--- config.mk ---
export PLATFORM = sky130hd
export DESIGN_NAME = cfg_cmd_ctrl
export DESIGN_NICKNAME = d
export VERILOG_FILES = /design/src/rtl/cfg_cmd_pkg.sv /design/src/rtl/cfg_cmd_fsm.sv /design/src/rtl/cfg_cmd_target.sv /design/src/rtl/cfg_cmd_ctrl.sv
export SDC_FILE = /design/constraint.sdc
export NUM_CORES = 1
export LEC_CHECK = 0
export BUFFER_PORTS_ARGS = -buffer_cell sky130_fd_sc_hd__buf_2
export CELL_PAD_IN_SITES_DETAIL_PLACEMENT = 1
export CELL_PAD_IN_SITES_GLOBAL_PLACEMENT = 1
export CORE_UTILIZATION = 44
export CTS_CLUSTER_DIAMETER = 150
export CTS_CLUSTER_SIZE = 16
export DETAILED_ROUTE_END_ITERATION = 10
export PLACE_DENSITY = 0.95
export SKIP_CTS_REPAIR_TIMING = 1
export SYNTH_ARGS = -nofsm -noshare
export SYNTH_HDL_FRONTEND = slang
export SYNTH_HIERARCHICAL = 1
export SYNTH_SLANG_ARGS = --single-unit
export TNS_END_PERCENT = 30
--- constraint.sdc ---
create_clock -name clk -period 5.5 [get_ports clk]
set_input_delay 1.1 -clock clk [delete_from_list [all_inputs] [get_ports clk]]
set_output_delay 1.1 -clock clk [all_outputs]
set_load 0.05 [all_outputs]
--- src/rtl/cfg_cmd_pkg.sv ---
package cfg_cmd_pkg;
    localparam int unsigned DW = 32;

    localparam logic [7:0] OFF_DATA = 8'hA0;
    localparam logic [7:0] OFF_CTRL = 8'hA4;
    localparam logic [7:0] OFF_STAT = 8'hA8;

    localparam logic [DW-1:0] CTRL_KEEP_MASK = 32'h7FF3_FFFF;

    localparam logic [5:0] FN_VOLT     = 6'd2;
    localparam logic [5:0] FN_VIDSEL   = 6'd7;
    localparam logic [5:0] FN_SHUTDOWN = 6'd8;
    localparam logic [5:0] FN_REBOOT   = 6'd9;
    localparam logic [5:0] FN_DVI      = 6'd11;

    localparam logic [DW-1:0] MB_BUS_UV = 32'd3_300_000;

    typedef enum logic [0:0] {
        ST_IDLE = 1'b0,
        ST_EXEC = 1'b1
    } cmd_state_e;

    typedef struct packed {
        logic       launch;
        logic       is_write;
        logic [3:0] ctl_sel;
        logic [5:0] func;
        logic [1:0] spare;
        logic [1:0] site;
        logic [3:0] pos;
        logic [11:0] dev;
    } cmd_word_t;
endpackage

--- src/rtl/cfg_cmd_fsm.sv ---
module cfg_cmd_fsm
    import cfg_cmd_pkg::*;
(
    input  logic clk,
    input  logic rst_n,
    input  logic launch,
    output logic exec
);
    cmd_state_e state_q, state_d;

    always_ff @(posedge clk) begin
        if (!rst_n) state_q <= ST_IDLE;
        else        state_q <= state_d;
    end

    always_comb begin
        state_d = state_q;
        unique case (state_q)
            ST_IDLE: if (launch) state_d = ST_EXEC;
            ST_EXEC: state_d = ST_IDLE;
        endcase
    end

    always_comb begin
        exec = 1'b0;
        unique case (state_q)
            ST_IDLE: exec = 1'b0;
            ST_EXEC: exec = 1'b1;
        endcase
    end

    // the execution window lasts one cycle only
    a_r10_exec_single: assert property (@(posedge clk) disable iff (!rst_n)
        exec |=> !exec);
    // a launch leads into execution on the next edge
    a_r3_launch_enters: assert property (@(posedge clk) disable iff (!rst_n)
        (launch && !exec) |=> exec);
endmodule

--- src/rtl/cfg_cmd_target.sv ---
module cfg_cmd_target
    import cfg_cmd_pkg::*;
#(
    parameter int unsigned NUM_SENSORS = 4,
    parameter logic [NUM_SENSORS*32-1:0] SENSOR_UV =
        {32'd1_800_000, 32'd1_200_000, 32'd1_000_000, 32'd900_000}
) (
    input  cmd_word_t        cmd,
    output logic             ok,
    output logic [DW-1:0]    rd_val,
    output logic             want_shutdown,
    output logic             want_reboot
);
    localparam int unsigned IDXW = (NUM_SENSORS > 1) ? $clog2(NUM_SENSORS) : 1;

    logic [DW-1:0] sens [NUM_SENSORS];
    for (genvar g = 0; g < NUM_SENSORS; g++) begin : g_sens
        assign sens[g] = SENSOR_UV[g*32 +: 32];
    end

    logic valid_tgt, mb_dev0, db_hit;
    assign valid_tgt = (cmd.ctl_sel == 4'd0) && (cmd.pos == 4'd0) && (cmd.site <= 2'd1);
    assign mb_dev0   = (cmd.site == 2'd0) && (cmd.dev == 12'd0);
    assign db_hit    = (cmd.site == 2'd1) && (32'(cmd.dev) < NUM_SENSORS);

    always_comb begin
        ok            = 1'b0;
        rd_val        = '0;
        want_shutdown = 1'b0;
        want_reboot   = 1'b0;
        if (valid_tgt) begin
            if (!cmd.is_write) begin
                if (cmd.func == FN_VOLT) begin
                    if (db_hit) begin
                        ok     = 1'b1;
                        rd_val = sens[cmd.dev[IDXW-1:0]];
                    end else if (mb_dev0) begin
                        ok     = 1'b1;
                        rd_val = MB_BUS_UV;
                    end
                end
            end else if (mb_dev0) begin
                unique case (cmd.func)
                    FN_SHUTDOWN: begin ok = 1'b1; want_shutdown = 1'b1; end
                    FN_REBOOT:   begin ok = 1'b1; want_reboot   = 1'b1; end
                    FN_VIDSEL,
                    FN_DVI:      ok = 1'b1;
                    default:     ok = 1'b0;
                endcase
            end
        end
    end
endmodule

--- src/rtl/cfg_cmd_ctrl.sv ---
module cfg_cmd_ctrl
    import cfg_cmd_pkg::*;
#(
    parameter int unsigned NUM_SENSORS = 4,
    parameter logic [NUM_SENSORS*32-1:0] SENSOR_UV =
        {32'd1_800_000, 32'd1_200_000, 32'd1_000_000, 32'd900_000}
) (
    input  logic          clk,
    input  logic          rst_n,
    input  logic          bus_wr,
    input  logic [7:0]    bus_addr,
    input  logic [31:0]   bus_wdata,
    output logic [31:0]   bus_rdata,
    output logic          shutdown_req,
    output logic          reboot_req
);
    logic [DW-1:0] data_q, ctrl_q;
    logic [1:0]    stat_q;
    logic          exec, launch;
    logic          t_ok, t_sd, t_rb;
    logic [DW-1:0] t_val;
    cmd_word_t     cmd;

    assign cmd    = cmd_word_t'(ctrl_q);
    assign launch = bus_wr && (bus_addr == OFF_CTRL) && bus_wdata[31];

    cfg_cmd_fsm u_fsm (
        .clk    (clk),
        .rst_n  (rst_n),
        .launch (launch),
        .exec   (exec)
    );

    cfg_cmd_target #(
        .NUM_SENSORS (NUM_SENSORS),
        .SENSOR_UV   (SENSOR_UV)
    ) u_target (
        .cmd           (cmd),
        .ok            (t_ok),
        .rd_val        (t_val),
        .want_shutdown (t_sd),
        .want_reboot   (t_rb)
    );

    always_ff @(posedge clk) begin
        if (!rst_n) begin
            data_q       <= '0;
            ctrl_q       <= '0;
            stat_q       <= '0;
            shutdown_req <= 1'b0;
            reboot_req   <= 1'b0;
        end else if (exec) begin
            stat_q       <= {~t_ok, 1'b1};
            shutdown_req <= t_sd;
            reboot_req   <= t_rb;
            if (t_ok && !cmd.is_write) data_q <= t_val;
        end else begin
            shutdown_req <= 1'b0;
            reboot_req   <= 1'b0;
            if (bus_wr) begin
                unique case (bus_addr)
                    OFF_DATA: data_q <= bus_wdata;
                    OFF_CTRL: ctrl_q <= bus_wdata & CTRL_KEEP_MASK;
                    OFF_STAT: stat_q <= bus_wdata[1:0];
                    default: ;
                endcase
            end
        end
    end

    always_comb begin
        unique case (bus_addr)
            OFF_DATA: bus_rdata = data_q;
            OFF_CTRL: bus_rdata = ctrl_q;
            OFF_STAT: bus_rdata = {30'd0, stat_q};
            default:  bus_rdata = '0;
        endcase
    end

    // every execution cycle ends with the done flag set
    a_r3_done_after_exec: assert property (@(posedge clk) disable iff (!rst_n)
        exec |=> stat_q[0]);
    // a refused command leaves the data register untouched
    a_r6_fault_keeps_data: assert property (@(posedge clk) disable iff (!rst_n)
        (exec && !t_ok) |=> $stable(data_q));
    // request pulses last one cycle and never overlap
    a_r7_shutdown_pulse: assert property (@(posedge clk) disable iff (!rst_n)
        shutdown_req |=> !shutdown_req);
    a_r7_reboot_pulse: assert property (@(posedge clk) disable iff (!rst_n)
        reboot_req |=> !reboot_req);
    a_r7_exclusive: assert property (@(posedge clk) disable iff (!rst_n)
        !(shutdown_req && reboot_req));
    // launch and spare bits never read back
    a_r2_ctrl_clean: assert property (@(posedge clk) disable iff (!rst_n)
        (bus_addr == OFF_CTRL) |-> (bus_rdata[31] == 1'b0 && bus_rdata[19:18] == 2'b00));
    // status holds two bits only
    a_r9_stat_width: assert property (@(posedge clk) disable iff (!rst_n)
        (bus_addr == OFF_STAT) |-> (bus_rdata[31:2] == 30'd0));
endmodule

Word-level counts from Yosys, hierarchy flattened

Cells that the tools add are included.

$add $sub $neg: 0
Multipliers: 0
Divide/modulo/power cells: 0
Magnitude comparators: 3
Equality and inequality tests: 10
Shift-type cells: 0
Muxes and demuxes: 28
Bitwise gates (word level): 4
Reduce and logical (&&, ||, !) cells: 20

Operators by type and width:

| cell                                                                             | count |
|---|---|
| 32-bit 2-to-1 mux                                                                | 10 |
| 32-bit case mux with 3 select lines                                              | 1 |
| 32-bit binary-select mux with 2-bit select                                       | 1 |
| 8-bit == test, second input constant                                             | 3 |
| 22-bit 2-to-1 mux                                                                | 1 |
| 6-bit by 4-bit == test with 1-bit output, second input constant                  | 3 |
| 12-bit zero test                                                                 | 1 |
| 12-bit by 3-bit less-than comparator with 1-bit output, second input constant    | 1 |
| 1-bit 2-to-1 mux                                                                 | 10 |
| 4-bit zero test                                                                  | 2 |
| 1-bit logical AND                                                                | 7 |
| 6-bit by 2-bit == test with 1-bit output, second input constant                  | 1 |
| 6-bit by 3-bit == test with 1-bit output, second input constant                  | 1 |
| 2-bit 2-to-1 mux                                                                 | 3 |
| 3-bit AND reduction                                                              | 2 |
| 2-bit nonzero test                                                               | 3 |
| 5-bit AND reduction                                                              | 1 |
| 1-bit case mux with 2 select lines                                               | 2 |
| 4-bit OR reduction                                                               | 1 |
| 3-bit greater-or-equal comparator, second input constant                         | 1 |
| 1-bit NOT                                                                        | 3 |
| 2-bit NOT with 3-bit output                                                      | 1 |
| 2-bit by 1-bit == test with 1-bit output, second input constant                  | 1 |
| 2-bit by 1-bit less-or-equal comparator with 1-bit output, second input constant | 1 |
| 4 further kinds                                                                  | 4 |

Flip-flop bits (word level): 66
Bits in latches: 0
RAM bits: 0
Memory bits (read-only): 0
Input port bits: 43
Output and inout bits: 34
Word-level logic and storage cells: 71
Memories: 0

Depth between registers and ports, before layout

Gate-level depths: netlist of run 1.

Word-level depth: 10
Mapped depth: 8
Mapped depth without buffers: 7

Hierarchy

Netlist of run 1, hierarchy kept.

By module, submodules not included:

| module         | times used | cells an instance | area an instance (µm²) | seq. area each (µm²) |
|---|---|---|---|---|
| cfg_cmd_ctrl   | 1          | 339               | 3001.6                 | 1301.2 |
| cfg_cmd_target | 1          | 71                | 643.1                  | 0.0 |
| cfg_cmd_fsm    | 1          | 2                 | 28.8                   | 20.0 |

Worst setup path after synthesis of run 1

Ideal clock, no wire load.

Kind: input port to output port
Start: input bus_addr[1]
End: output bus_rdata[18]
Arrival time: 2.949 ns
Data required time: 4.400 ns
Slack: 1.451 ns
Stages: 4
Buffers on the path: 1
Cell sequence: nor4b_4 > nand2_2 > clkbuf_1 > nor3b_1

Longest elaborated chain between the ends: 2
Elaborated cells on any way between the ends: 4
Classes of those cells: eq/ne: 3; mux: 1

Ends and longest elaborated chain:

| item                                    | line               | RTL |
|---|---|---|
| start: declaration                      | cfg_cmd_ctrl.sv:11 | `input logic [7:0] bus_addr,` |
| 8-bit == test                           | cfg_cmd_ctrl.sv:72 | `unique case (bus_addr)` |
| 32-bit case mux with 3 select lines (*) | cfg_cmd_ctrl.sv:72 |  |
| end: declaration                        | cfg_cmd_ctrl.sv:13 | `output logic [31:0] bus_rdata,` |

Mark *: on every way between the ends. The rest lies on a longest branch, timed or not.

Final worst setup path of run 1

Start: input bus_addr[3]
End: output bus_rdata[19]

Same word-level chain as after synthesis.

==> results of run 1 <==
registers in the layout, indices dropped and copies added (netlist names):
name	cells
data_q	32
u_fsm/state_q	1
cmd	29
stat_q	2
reboot_req	1
shutdown_req	1
final timing paths:
path / depth (start not counted) / slack (ps) / end
setup / recovery: 5 / 1690 / bus_rdata[19]
hold / removal: 1 / 490 / data_q[19]
setup reg to reg: 6 / 2360 / data_q[11]
hold reg to reg: 1 / 490 / data_q[19]
power by group through the flow:
| stage | Combinational, mW | Clock [mW] | Sequential, mW |
|---|---|---|---|
| 5_1_grt | 0.0651 | 0.386 | 0.479 |
| 3_3_place_gp | 0.0564 | 0 | 0.490 |
| 4_1_cts | 0.0591 | 0.365 | 0.479 |
| 6_report | 0.0596 | 0.361 | 0.479 |
| 3_5_place_dp | 0.0584 | 0 | 0.490 |
| 2_1_floorplan | 0.0402 | 0 | 0.490 |
layout make-up:
type / instances / area [sq um] / share of cell area [%]
clock buffers: 12 / 155 / 3.75
clock inverters: 3 / 15.0 / 0.363
inverters: 6 / 22.5 / 0.544
multi-input cells: 302 / 2090 / 50.4
flip-flops and latches: 66 / 1320 / 31.9
well taps: 102 / 128 / 3.08
repair buffers: 80 / 410 / 9.92
metal layers:
layer,global-route usage (%),up-vias
li1,-,1552
met1,30.3,1595
met2,43.5,89
met3,3.58,19
met4,11.2,0
met5,0,-
critical path: cells and delay by family:
kind                   cells  cell delay (ps)
buffers and inverters      2              420
AND/OR/NAND/NOR            3             1170
metrics by stage:
| stage | cell area, sq um | power, mW | setup slack [ps] | hold slack (ps) |
|---|---|---|---|---|
| 2_1_floorplan | 3720 | 0.530 | 1450 | 447 |
| 3_3_place_gp | 3970 | 0.546 | 1770 | 467 |
| 3_5_place_dp | 3970 | 0.548 | 1650 | 471 |
| 4_1_cts | 4140 | 0.903 | 1680 | 488 |
| 5_1_grt | 4140 | 0.930 | 1430 | 511 |
| 6_report | 4140 | 0.900 | 1690 | 487 |
==> results.cfg, run 1 <==
[finish]
final_common_cell = buf_2
nNetsFinal = 512
final_cell_mix = buf_2 (76), dfxtp_1 (66), nor2_1 (35), nand2_1 (33)
antenna_cells = 0
area_growth_pct = 12.8
final_core_util_pct = 52.5
drive_above_1_share_pct = 25.2
fill_cells = 945
final_cells = 571

[hold_path]
hold_path.startpoint = data_q[19]
min_path_type = reg2reg

[cts]
clockBufferDepth = 2
clock-sinks = 66
path_clk_slew_ps = 60
tritoncts = done
htreeDepth = 3
clock_latency_ps = 340
clockRootBuffer = clkbuf_8
numCtsBuffers = 9

[worst_setup_path]
slowest_delay_ps = 510
arrival_ps = 2710
crit_path_top_delay_cell = nand2_2
crit_path_start = bus_addr[3]
cp_cell_sequence = buf_2 -> nor3b_1 -> nand2_2 -> nor3b_1 -> buf_2
start_kind = primary input
worstPathMaxFanout = 33
end_kind = primary output
cp.required_ps = 4400
r2r-start = cmd[28]
path_class = in2out

[global_routing]
grt_pass1_wl_mm = 16.8
grt_usage_pct = 24.9
grt_max_degree = 59
first_global_vias = 3432
antenna_found_initial = 0
grt_overflow = 0

[routing]
drt_iter0_drc = 177
wl_per_cell_microns = 18.2
met3_length_microns = 445
dr_wl_met2_mm = 5.23
viasPerCell = 5.70
finalWirelength_mm = 10.4
ant_nets = 0
drc = 0
top_layer = met4
dr.pass1.iters = 4
vias = 3255
wl_met1_mm = 4.48

[synthesis]
ys_warn_count = 6
syn_area_sq_mm = 0.00367
avgSynthCellArea_sq_um = 8.93
synth_cells = 411

[timing]
fin_setup_tns_ps = 0
fin_skew_ps = 12.1
setup_viol_count_final = 0
tightest_slew_ps = 1020
finalHoldViolCount = 0
fmax_mhz = 263
relSlewSlack_pct = 31.7
rsz0062_at_grt = false
post-route-period-util_pct = 69.2
slew_viol_final = 0
min_period_ps = 3810

[flow_run]
maxCapViolCount = 0

[power]
power.leakage_nw = 1.77
p_seq_share_pct = 53.2
p_int_uw = 683
p_sw_share_pct = 24.0
combPwrFrac_pct = 6.6
powerDensity_mw_per_mm2 = 217
irDropWorstVdd_v = 0.000105
power_switching_uw = 216
clkPwrFrac_pct = 40.2

[floorplan]
rows = 32
ios = 77
initial_core_util_pct = 46.5
die_y_microns = 93.3
fp.coreArea_sq_mm = 0.00789
die_area_sq_mm = 0.00871
fp.dieW_microns = 93.3

[placed_design]
place.gp.congestion = 0.808
place_hpwl_mm = 7.13
port_buffers = 76
dp.cells = 556

[outcome]
run_status = finished clean
No activity file was read; power rests on OpenSTA's default activity.
==> inputs of run 2 (changes only) <==
Settings changed: CORE_UTILIZATION 44 to 37, PLACE_DENSITY 0.95 to 0.87.
Clock period 5.5 ns to 3.5 ns, I/O delays scaled along.
==> run 2 against run 1 <==
Global-route usage fell by 3.6 points. Sequential cell count did not move. Clock power rose by 100%. Critical path type unchanged. Largest cell class unchanged.
==> results.cfg, run 2 (same netlist as run 1, synthesis figures left out) <==
[timing]
finalHoldViolCount = 0
post-route-period-util_pct = 78.6
relSlewSlack_pct = 52.3
rsz0062_at_grt = false
min_period_ps = 2750
slew_viol_final = 0
setup_viol_count_final = 0
fmax_mhz = 363
fin_skew_ps = 7.52
tightest_slew_ps = 714
fin_setup_tns_ps = 0

[power]
p_seq_share_pct = 47.8
powerDensity_mw_per_mm2 = 369
total_power_mw = 1.57
p_int_mw = 1.22
power.leakage_nw = 1.81
clkPwrFrac_pct = 46.1
p_sw_share_pct = 22.2
combPwrFrac_pct = 6.1
power_switching_uw = 349
irDropWorstVdd_v = 0.000166

[routing]
dr.pass1.iters = 4
drt_iter0_drc = 138
ant_nets = 0
drc = 0
finalWirelength_mm = 10.3
vias = 3240
wl_per_cell_microns = 17.1
viasPerCell = 5.37

[worst_setup_path]
end_kind = primary output
start_kind = primary input
reg2regPathDepth = 6
path_class = in2out
reg2reg_to = data_q[17]
r2r-start = cmd[30]
cp.required_ps = 2800
crit_end = bus_rdata[18]
worstPathMaxFanout = 33
crit_path_start = bus_addr[3]
ff2ff_setup_slack_ps = 820
arrival_ps = 2050

[placed_design]
place_hpwl_mm = 7.04
port_buffers = 76
place.gp.congestion = 0.816

[outcome]
run_status = finished clean

[global_routing]
antenna_found_initial = 0
first_global_vias = 3339
grt_overflow = 0
met2_usage_pct = 36.7
grtUsageMet1_pct = 27.4
busiest_layer = met2
grt_max_degree = 59
use_met3_pct = 4.21
grt_pass1_wl_mm = 17.0
grt_usage_pct = 21.3

[floorplan]
rows = 35
ios = 77
fp.dieW_microns = 102
initial_core_util_pct = 39.0
die_y_microns = 102
fp.coreArea_sq_mm = 0.00942
die_area_sq_mm = 0.0103

[finish]
fill_cells = 1130
nNetsFinal = 517
top_regs = data_q x32, cmd x29, stat_q x2
multi_input_area_sq_mm = 0.00209
top_register = data_q
antenna_cells = 0
final_common_cell = buf_2
seq_area_sq_mm = 0.00132
largest_register_ffs = 32
area_growth_pct = 16.4
drive_above_1_share_pct = 25.7
final_cell_mix = buf_2 (76), dfxtp_1 (66), nor2_1 (35), nand2_1 (33)

[cts]
clock_latency_ps = 350
htreeDepth = 3
clock-sinks = 66
numCtsBuffers = 9
clockBufferDepth = 2
clockRootBuffer = clkbuf_8
path_clk_slew_ps = 70
tritoncts = done

[hold_path]
min_path_type = reg2reg
hold_path.startpoint = data_q[19]

[flow_run]
maxCapViolCount = 0
-- run 2: changes by cell type in the layout (fill, tap and decap cells not counted) --
cell,change
buf_4,+4
clkinv_2,-3
bufinv_16,+2
buf_12,+1
clkbuf_1,+1
-- run 2: worst min-delay path by stage --
stage,endpoint,cells after the start
after floorplan,data_q[19],1
after global placement,data_q[19],1
after detailed placement,data_q[18],1
after CTS,data_q[19],1
after global routing,data_q[31],1
final,data_q[19],1
-- run 2: final cells by class --
cell class	count	share of cell area, %
Inverter	6	0.527
Multi-Input combinational cell	302	48.8
Clock inverter	2	1.41
Tap cell	129	3.78
Sequential cell	66	30.9
Timing Repair Buffer	85	10.8
Clock buffer	13	3.72
-- run 2: power by group through the flow --
| stage | Clock, mW | Sequential [mW] | Combinational, mW |
|---|---|---|---|
| 2_1_floorplan | 0 | 0.769 | 0.0631 |
| 3_3_place_gp | 0 | 0.770 | 0.0917 |
| 3_5_place_dp | 0 | 0.770 | 0.0945 |
| 4_1_cts | 0.735 | 0.752 | 0.0959 |
| 5_1_grt | 0.768 | 0.752 | 0.105 |
| 6_report | 0.726 | 0.752 | 0.0959 |
-- run 2: metrics by stage --
stage                     hold WS, ps  cell area, sq um  cells  util [%]  worst slack [ps]
after CTS                         488              4270    603      45.4               738
final                             486              4270    603      45.4               749
after global routing              504              4270    603      45.4               659
after global placement            467              4050    588      43.0               831
after floorplan                   447              3720    425         -               251
after detailed placement          471              4050    588      43.0               753
-- run 2: critical path: stages --
cell     delay (ps)
buf_2           120
nor3b_1         340
nand2_2          80
buf_4           260
nor3b_1         240
buf_2           300
-- run 2: metal layers --
metal	vias to the layer above	wire length, microns
li1	1564	-
met5	-	0
met3	5	358
met2	70	5140
met4	0	91
met1	1601	4720
